File: src/rtl/psd_pkg.sv
package psd_pkg;

  // Wave index, in the order of their rising edges
  typedef enum logic [1:0] {
    WAVE_0 = 2'd0,
    WAVE_1 = 2'd1,
    WAVE_2 = 2'd2,
    WAVE_3 = 2'd3
  } wave_sel_e;

  localparam int NUM_WAVES = 4;

  // Swallow count for a programming code, clamped into [kmin, kmax]
  function automatic int code_to_k(input int code, input int kmin, input int kmax);
    int v;
    v = kmin + code;
    if (v > kmax) v = kmax;
    if (v < kmin) v = kmin;
    return v;
  endfunction

endpackage

File: src/rtl/psd_phase_gen.sv
module psd_phase_gen
  import psd_pkg::*;
(
  input  logic                 clk,
  input  logic                 rst,
  output logic [1:0]           phase_idx,
  output logic [NUM_WAVES-1:0] waves
);

  // Two cascaded toggle stages arranged as a 2-bit Johnson ring
  logic [1:0] ring_q;

  always_ff @(posedge clk) begin
    if (rst) ring_q <= 2'b00;
    else     ring_q <= {ring_q[0], ~ring_q[1]};
  end

  // Ring 00,01,11,10 maps to quarter index 0,1,2,3
  assign phase_idx = {ring_q[1], ring_q[1] ^ ring_q[0]};

  // Wave g is high during quarters g and g+1, so it rises one cycle after wave g-1
  for (genvar g = 0; g < NUM_WAVES; g++) begin : g_wave
    localparam logic [1:0] Q_RISE = 2'(g);
    localparam logic [1:0] Q_HOLD = 2'((g + 1) % NUM_WAVES);
    assign waves[g] = (phase_idx == Q_RISE) | (phase_idx == Q_HOLD);
  end

endmodule

File: src/rtl/psd_retimer.sv
module psd_retimer
  import psd_pkg::*;
(
  input  logic                 clk,
  input  logic                 rst,
  input  logic [NUM_WAVES-1:0] waves,
  input  logic                 swallow_req,
  output logic [1:0]           sel_idx,
  output logic [NUM_WAVES-1:0] sel_oh,
  output logic                 tick
);

  logic [1:0] sel_q;
  logic [1:0] sel_next;
  logic       pending_q;
  logic       mux_out;
  logic       mux_prev_q;
  logic       window;
  logic       do_step;

  assign sel_next = sel_q + 2'd1;
  assign mux_out  = waves[sel_q];
  // Safe window: the current wave and the one lagging it are both high
  assign window   = waves[sel_q] & waves[sel_next];
  assign do_step  = pending_q & window;

  always_ff @(posedge clk) begin
    if (rst) begin
      sel_q      <= WAVE_0;
      pending_q  <= 1'b0;
      mux_prev_q <= 1'b0;
    end else begin
      mux_prev_q <= mux_out;
      if (do_step) begin
        sel_q     <= sel_next;
        pending_q <= 1'b0;
      end else if (swallow_req) begin
        pending_q <= 1'b1;
      end
    end
  end

  // The chain is advanced by the rising edge of the muxed wave
  assign tick    = mux_out & ~mux_prev_q;
  assign sel_idx = sel_q;

  for (genvar g = 0; g < NUM_WAVES; g++) begin : g_dec
    assign sel_oh[g] = (sel_q == 2'(g));
  end

endmodule

File: src/rtl/psd_chain.sv
module psd_chain
  import psd_pkg::*;
#(
  parameter int N_DIV  = 54,
  parameter int CODE_W = 3,
  parameter int K_MIN  = 4,
  parameter int K_MAX  = 8,
  localparam int CW    = $clog2(N_DIV),
  localparam int KW    = $clog2(K_MAX + 1),
  localparam int HALF  = N_DIV / 2
)(
  input  logic              clk,
  input  logic              rst,
  input  logic              tick,
  input  logic [CODE_W-1:0] mod_code,
  output logic [CW-1:0]     count_q,
  output logic [KW-1:0]     k_q,
  output logic              swallow_req,
  output logic              div_out
);

  logic [KW-1:0] k_new;
  logic          last_tick;
  logic          out_q;

  assign k_new     = KW'(code_to_k(int'(mod_code), K_MIN, K_MAX));
  assign last_tick = (count_q == CW'(N_DIV - 1));

  always_ff @(posedge clk) begin
    if (rst) begin
      count_q <= '0;
      k_q     <= k_new;
      out_q   <= 1'b0;
    end else if (tick) begin
      if (last_tick) begin
        count_q <= '0;
        k_q     <= k_new;   // the new code applies from the next cycle start
      end else begin
        count_q <= count_q + 1'b1;
      end
      out_q <= (int'(count_q) < HALF);
    end
  end

  // The first K chain edges of each output cycle each request one swallow
  assign swallow_req = tick & (int'(count_q) < int'(k_q));
  assign div_out     = out_q;

endmodule

File: src/rtl/phase_swallow_divider.sv
module phase_swallow_divider
  import psd_pkg::*;
#(
  parameter int N_DIV  = 54,
  parameter int CODE_W = 3,
  parameter int K_MIN  = 4,
  parameter int K_MAX  = 8
)(
  input  logic              clk,
  input  logic              rst,
  input  logic [CODE_W-1:0] mod_code,
  output logic              div_out
);

  localparam int CW = $clog2(N_DIV);
  localparam int KW = $clog2(K_MAX + 1);

  logic [1:0]           phase_idx;
  logic [NUM_WAVES-1:0] waves;
  logic [1:0]           sel_idx;
  logic [NUM_WAVES-1:0] sel_oh;
  logic                 tick;
  logic                 swallow_req;
  logic [CW-1:0]        count_q;
  logic [KW-1:0]        k_q;

  psd_phase_gen u_phase (
    .clk       (clk),
    .rst       (rst),
    .phase_idx (phase_idx),
    .waves     (waves)
  );

  psd_retimer u_retime (
    .clk         (clk),
    .rst         (rst),
    .waves       (waves),
    .swallow_req (swallow_req),
    .sel_idx     (sel_idx),
    .sel_oh      (sel_oh),
    .tick        (tick)
  );

  psd_chain #(
    .N_DIV  (N_DIV),
    .CODE_W (CODE_W),
    .K_MIN  (K_MIN),
    .K_MAX  (K_MAX)
  ) u_chain (
    .clk         (clk),
    .rst         (rst),
    .tick        (tick),
    .mod_code    (mod_code),
    .count_q     (count_q),
    .k_q         (k_q),
    .swallow_req (swallow_req),
    .div_out     (div_out)
  );

endmodule

File: config.mk
export PLATFORM = sky130hd
export DESIGN_NAME = phase_swallow_divider
export DESIGN_NICKNAME = d
export VERILOG_FILES = /design/src/rtl/psd_pkg.sv /design/src/rtl/psd_phase_gen.sv /design/src/rtl/psd_retimer.sv /design/src/rtl/psd_chain.sv /design/src/rtl/phase_swallow_divider.sv
export SDC_FILE = /design/constraint.sdc
export NUM_CORES = 1
export LEC_CHECK = 0
export CAP_MARGIN = 20
export CORE_UTILIZATION = 60
export DETAILED_ROUTE_END_ITERATION = 12
export GPL_ROUTABILITY_DRIVEN = 0
export GPL_TIMING_DRIVEN = 0
export PLACE_DENSITY_LB_ADDON = 0.15
export SLEW_MARGIN = 15
export SYNTH_ARGS = -nofsm -noshare
export SYNTH_HDL_FRONTEND = slang
export SYNTH_SLANG_ARGS = --single-unit
File: constraint.sdc
create_clock -name clk -period 3 [get_ports clk]
set_input_delay 0.6 -clock clk [delete_from_list [all_inputs] [get_ports clk]]
set_output_delay 0.6 -clock clk [all_outputs]
set_load 0.05 [all_outputs]
==> flow_results.org <==
** Die
- Vertical die dimension :: around 42 um
- DIE AREA :: 1740 um2
- The die is 41.7 um wide.
- Area of the core region :: 1380 um2
- Initial Util :: roughly two thirds
- Count of standard-cell rows :: 13
- Pin placement for this block handled 6 I/O pins.

** Finish
- The number of antenna diodes in the final layout is 0.
- Final standard cell utilization of the core :: between 70% and 80%
- Layout overhead on the synthesized area :: 10.1%
- Filler cell count :: 100
- Combined flip-flop and latch cell area :: 380 um2
- Net count, final :: between 100 and 150
- Share of post-route cells with drive strength above 1 :: under 10%
- Total area of multi-input combinational cells :: 513 um2

** Setup path
- The number of cells on the worst reg-to-reg path is 4.
- Of all nets on the critical path, the largest fanout is 10.
- Arrival time of the worst setup path :: between 2 and 2.5 ns
- Timing startpoint of the critical path :: u_retime.sel_idx[1]$_SDFFE_PP0P_
- STA puts the critical path data required time at slightly below 3 ns.
- Endpoint type of the worst setup path :: flip-flop
- Worst reg2reg path endpoint :: u_chain.k_q[2]$_SDFFCE_PN1P_
- Reg-to-reg critical path startpoint :: u_retime.sel_idx[1]$_SDFFE_PP0P_
- Setup slack on the worst reg-to-reg path comes out at 0.80 ns.
- Critical path type :: flip-flop to flip-flop
- Kind of start point of the critical path :: flip-flop

** STA
- Final clock period utilization by the worst path :: between 70 and 80%
- Sum of negative setup slack :: 0 ns
- Worst-case setup margin in the final layout :: 0.802 ns
- The final hold violation count was 0.
- Final max-slew violation count :: 0
- The routed design could run at a clock period as short as 2.20 ns.
- Final worst clock skew :: around 0.004 ns
- Setup repair after global routing left no endpoint under its margin.
- Static timing analysis puts the maximum clock frequency at between 0.4 and 0.5 GHz.
- For the pin with the worst max-slew slack, the measured transition is 0.625 ns.
- Headroom to the max-slew limit came out at ~58%.
- Setup violations remaining at the end of the flow were counted as 0.

** Routing
- Number of iterations in the first detailed-routing pass :: 5
- In the routed layout, each cell is associated on average with a via count of just over 6.
- Post-route DRC violation count :: 0
- For this block, the initial DRC count from the detailed router was 31.
- Routed Wire Length :: about 1900 um
- Routed len/inst :: 14.2 um
- Residual antenna-violating net count after detailed routing :: 0
- The routed layout has roughly 800 vias.

** Clocking
- Source-to-sink clock delay at the later pin of the worst-skew pair :: around 0.29 ns
- Clock-pin slew was measured on the worst setup and hold paths at 0.10 ns.
- TritonCTS built the clock tree.
- Hold buffer count at cts :: 0
- Gates resized during post-CTS repair numbered 0.
- Setup bufs post-CTS :: 0
- Clock Tree Buf Depth :: 2
- CTS sink count :: 17
- TritonCTS created 3 clock buffers.
- In this run the number of H-tree levels came out at 1.
- Cell at the root of the clock tree :: clkbuf_4

** Power
- Switching share of power :: roughly 29%
- Fraction of power consumed by combinational cells :: roughly 18%
- Summed over all cells, the static leakage comes to 0.388 nW.
- Internal power :: 0.000339 W
- In this run the power density over the cells is roughly 460 nW/um2.
- Sequential cells account for a little under three fifths of the total power.
- Peak ir drop on the vdd network :: just under 300 uV
- The share of total power dissipated in the clock network is roughly 25%.
- The analysis attributes to net switching a power of about 0.00014 W.

** Yosys
- In this run, synthesis inferred 4 flip-flops with an integrated enable.
- FF+latch count, synth :: 17
- Synth Instances :: ~110
- Register area share after synthesis :: between 40% and 50%
- Number of warning messages in the yosys log :: 0
- Synth unique cells :: 34
- In the synthesized netlist the dominant register cell turns out to be dfxtp_1.
- The number of nets handed over by synthesis was between 100 and 150.
- Of all flip-flops after synthesis, the portion carrying an async set or reset was 0%.
- After synthesis, the mean cell area works out to around 8.8 um2.
- Post-Synthesis Cell Area :: approximately 950 um2

** Job
- Number of max-capacitance violations reported :: 0

** Global route
- The number of antenna violations at the first check in global routing came to 0.
- The first global-routing pass estimated 3220 um of wire.
- Global routing finished with a remaining overflow of 0.
- Largest net degree at the start of global routing :: 11
- Vias in the first global route :: 814
- Global routing used between 20% and 30% of the available tracks across all layers.

** Run status
- Status :: finished clean

** Worst hold path
- Class of the worst hold path :: flip-flop to flip-flop
- Worst hold path stage count :: 2
- Worst min-delay path startpoint :: u_chain.div_out$_SDFFE_PP0P_
- The path with the worst hold slack has its endpoint at u_chain.div_out$_SDFFE_PP0P_.

** Placement
- Detailed placement finished with a half-perimeter wire length of about 1300 um.
- Port buffering added 5 buffers.
- OpenSTA, run right after detailed placement, puts the worst setup slack at between 0.8 and 0.9 ns.
## sequential cells by signal (all words and copies together) (netlist names)
name and count:
u_chain.count_q 6, u_chain.div_out 1, u_chain.k_q 4, u_phase.ring_q 2
u_retime.mux_prev_q 1, u_retime.pending_q 1, u_retime.sel_idx 2
## placed cells by master (no fill, tap or decap), drive strengths merged
master,synthesis,final
buf,1,1
nand4b,1,1
dfxtp,13,13
xor2,1,1
o32ai,2,2
nor2,8,8
o2111ai,1,1
a21oi,11,11
a22oi,3,3
clkbuf,3,7
nand2b,1,1
or4b,1,1
edfxtp,4,4
ha,5,5
clkdlybuf4s50,0,5
nor4,1,1
o21a,1,1
a211oi,2,2
inv,8,8
xnor2,1,1
nor4b,1,1
o21ai,9,9
or3,1,1
and3,2,2
mux2i,1,1
nand2,9,9
o211ai,3,3
and4b,1,1
nor2b,5,5
and2,1,1
or2b,1,1
nand3,6,6
## worst max-delay path by stage
stage | endpoint | slack [ns] | cells after the start
after floorplan | u_chain.k_q[0]$_SDFFCE_PN0P_ | 1.27 | 4
after global placement | u_chain.k_q[2]$_SDFFCE_PN1P_ | 0.96 | 4
after detailed placement | u_chain.k_q[3]$_SDFFCE_PN0P_ | 0.88 | 4
after CTS | u_chain.k_q[3]$_SDFFCE_PN0P_ | 0.86 | 4
after global routing | u_chain.k_q[0]$_SDFFCE_PN0P_ | 0.63 | 4
final | u_chain.k_q[2]$_SDFFCE_PN1P_ | 0.80 | 4
## power by group through the flow
| stage | Sequential, W | Clock [W] | Combinational [W] |
|---|---|---|---|
| 4_1_cts | 0.000270 | 0.000126 | 0.0000859 |
| 3_5_place_dp | 0.000275 | 0 | 0.0000854 |
| 6_report | 0.000270 | 0.000121 | 0.0000860 |
| 2_1_floorplan | 0.000276 | 0 | 0.0000559 |
| 5_1_grt | 0.000274 | 0.000134 | 0.0000966 |
| 3_3_place_gp | 0.000274 | 0 | 0.0000811 |
## layer usage
metal  wire [um]  track usage [%]
met3         168             4.78
met5           0                0
met1         760             27.3
met4          54             16.1
met2         891             40.0
## logic make-up after synthesis
group	share of synthesized area (%)
simple gates	23.3
compound gates	21.4
flops	40.2
buf+inv	5.56
fa+ha+maj	6.61
xor+xnor	1.85
mux	1.06
## worst max-delay path: stages, from the launching register on
cell and delay, ns:
dfxtp_1 0.32, clkbuf_1 0.30, nor4b_2 0.51, nor2_1 0.17
o21ai_0 0.55
## cell usage after synthesis (2+ instances only)
library cell	instances	area (um2)
o211ai_1	3	22.5
inv_1	8	30.0
ha_1	5	62.6
nand3_1	6	30.0
a21oi_1	10	50.1
and3_1	2	12.5
a22oi_1	3	22.5
dfxtp_1	13	260
nor2b_1	5	31.3
clkbuf_1	3	11.3
edfxtp_1	4	120
o21ai_0	8	40.0
o32ai_1	2	17.5
nor2_1	8	30.0
nand2_1	9	33.8
## through the flow
| step | instance area [um2] | std cells | total power (W) | hold slack [ns] |
|---|---|---|---|---|
| floorplan | 946 | 108 | 0.000332 | 0.456 |
| global placement | 1010 | 128 | 0.000355 | 0.456 |
| CTS | 1040 | 132 | 0.000482 | 0.486 |
| detailed placement | 1010 | 128 | 0.000361 | 0.474 |
| global route | 1040 | 132 | 0.000504 | 0.506 |
| finish | 1040 | 132 | 0.000478 | 0.480 |
## final cells by class
type | instances | area share [%]
timing repair buffer | 5 | 4.81
sequential | 17 | 36.5
clock buffer | 4 | 2.52
multi-input combinational | 79 | 49.3
inverter | 8 | 2.88
tap | 15 | 1.80
buffer | 4 | 2.16
(Power assumes the default switching activity.)
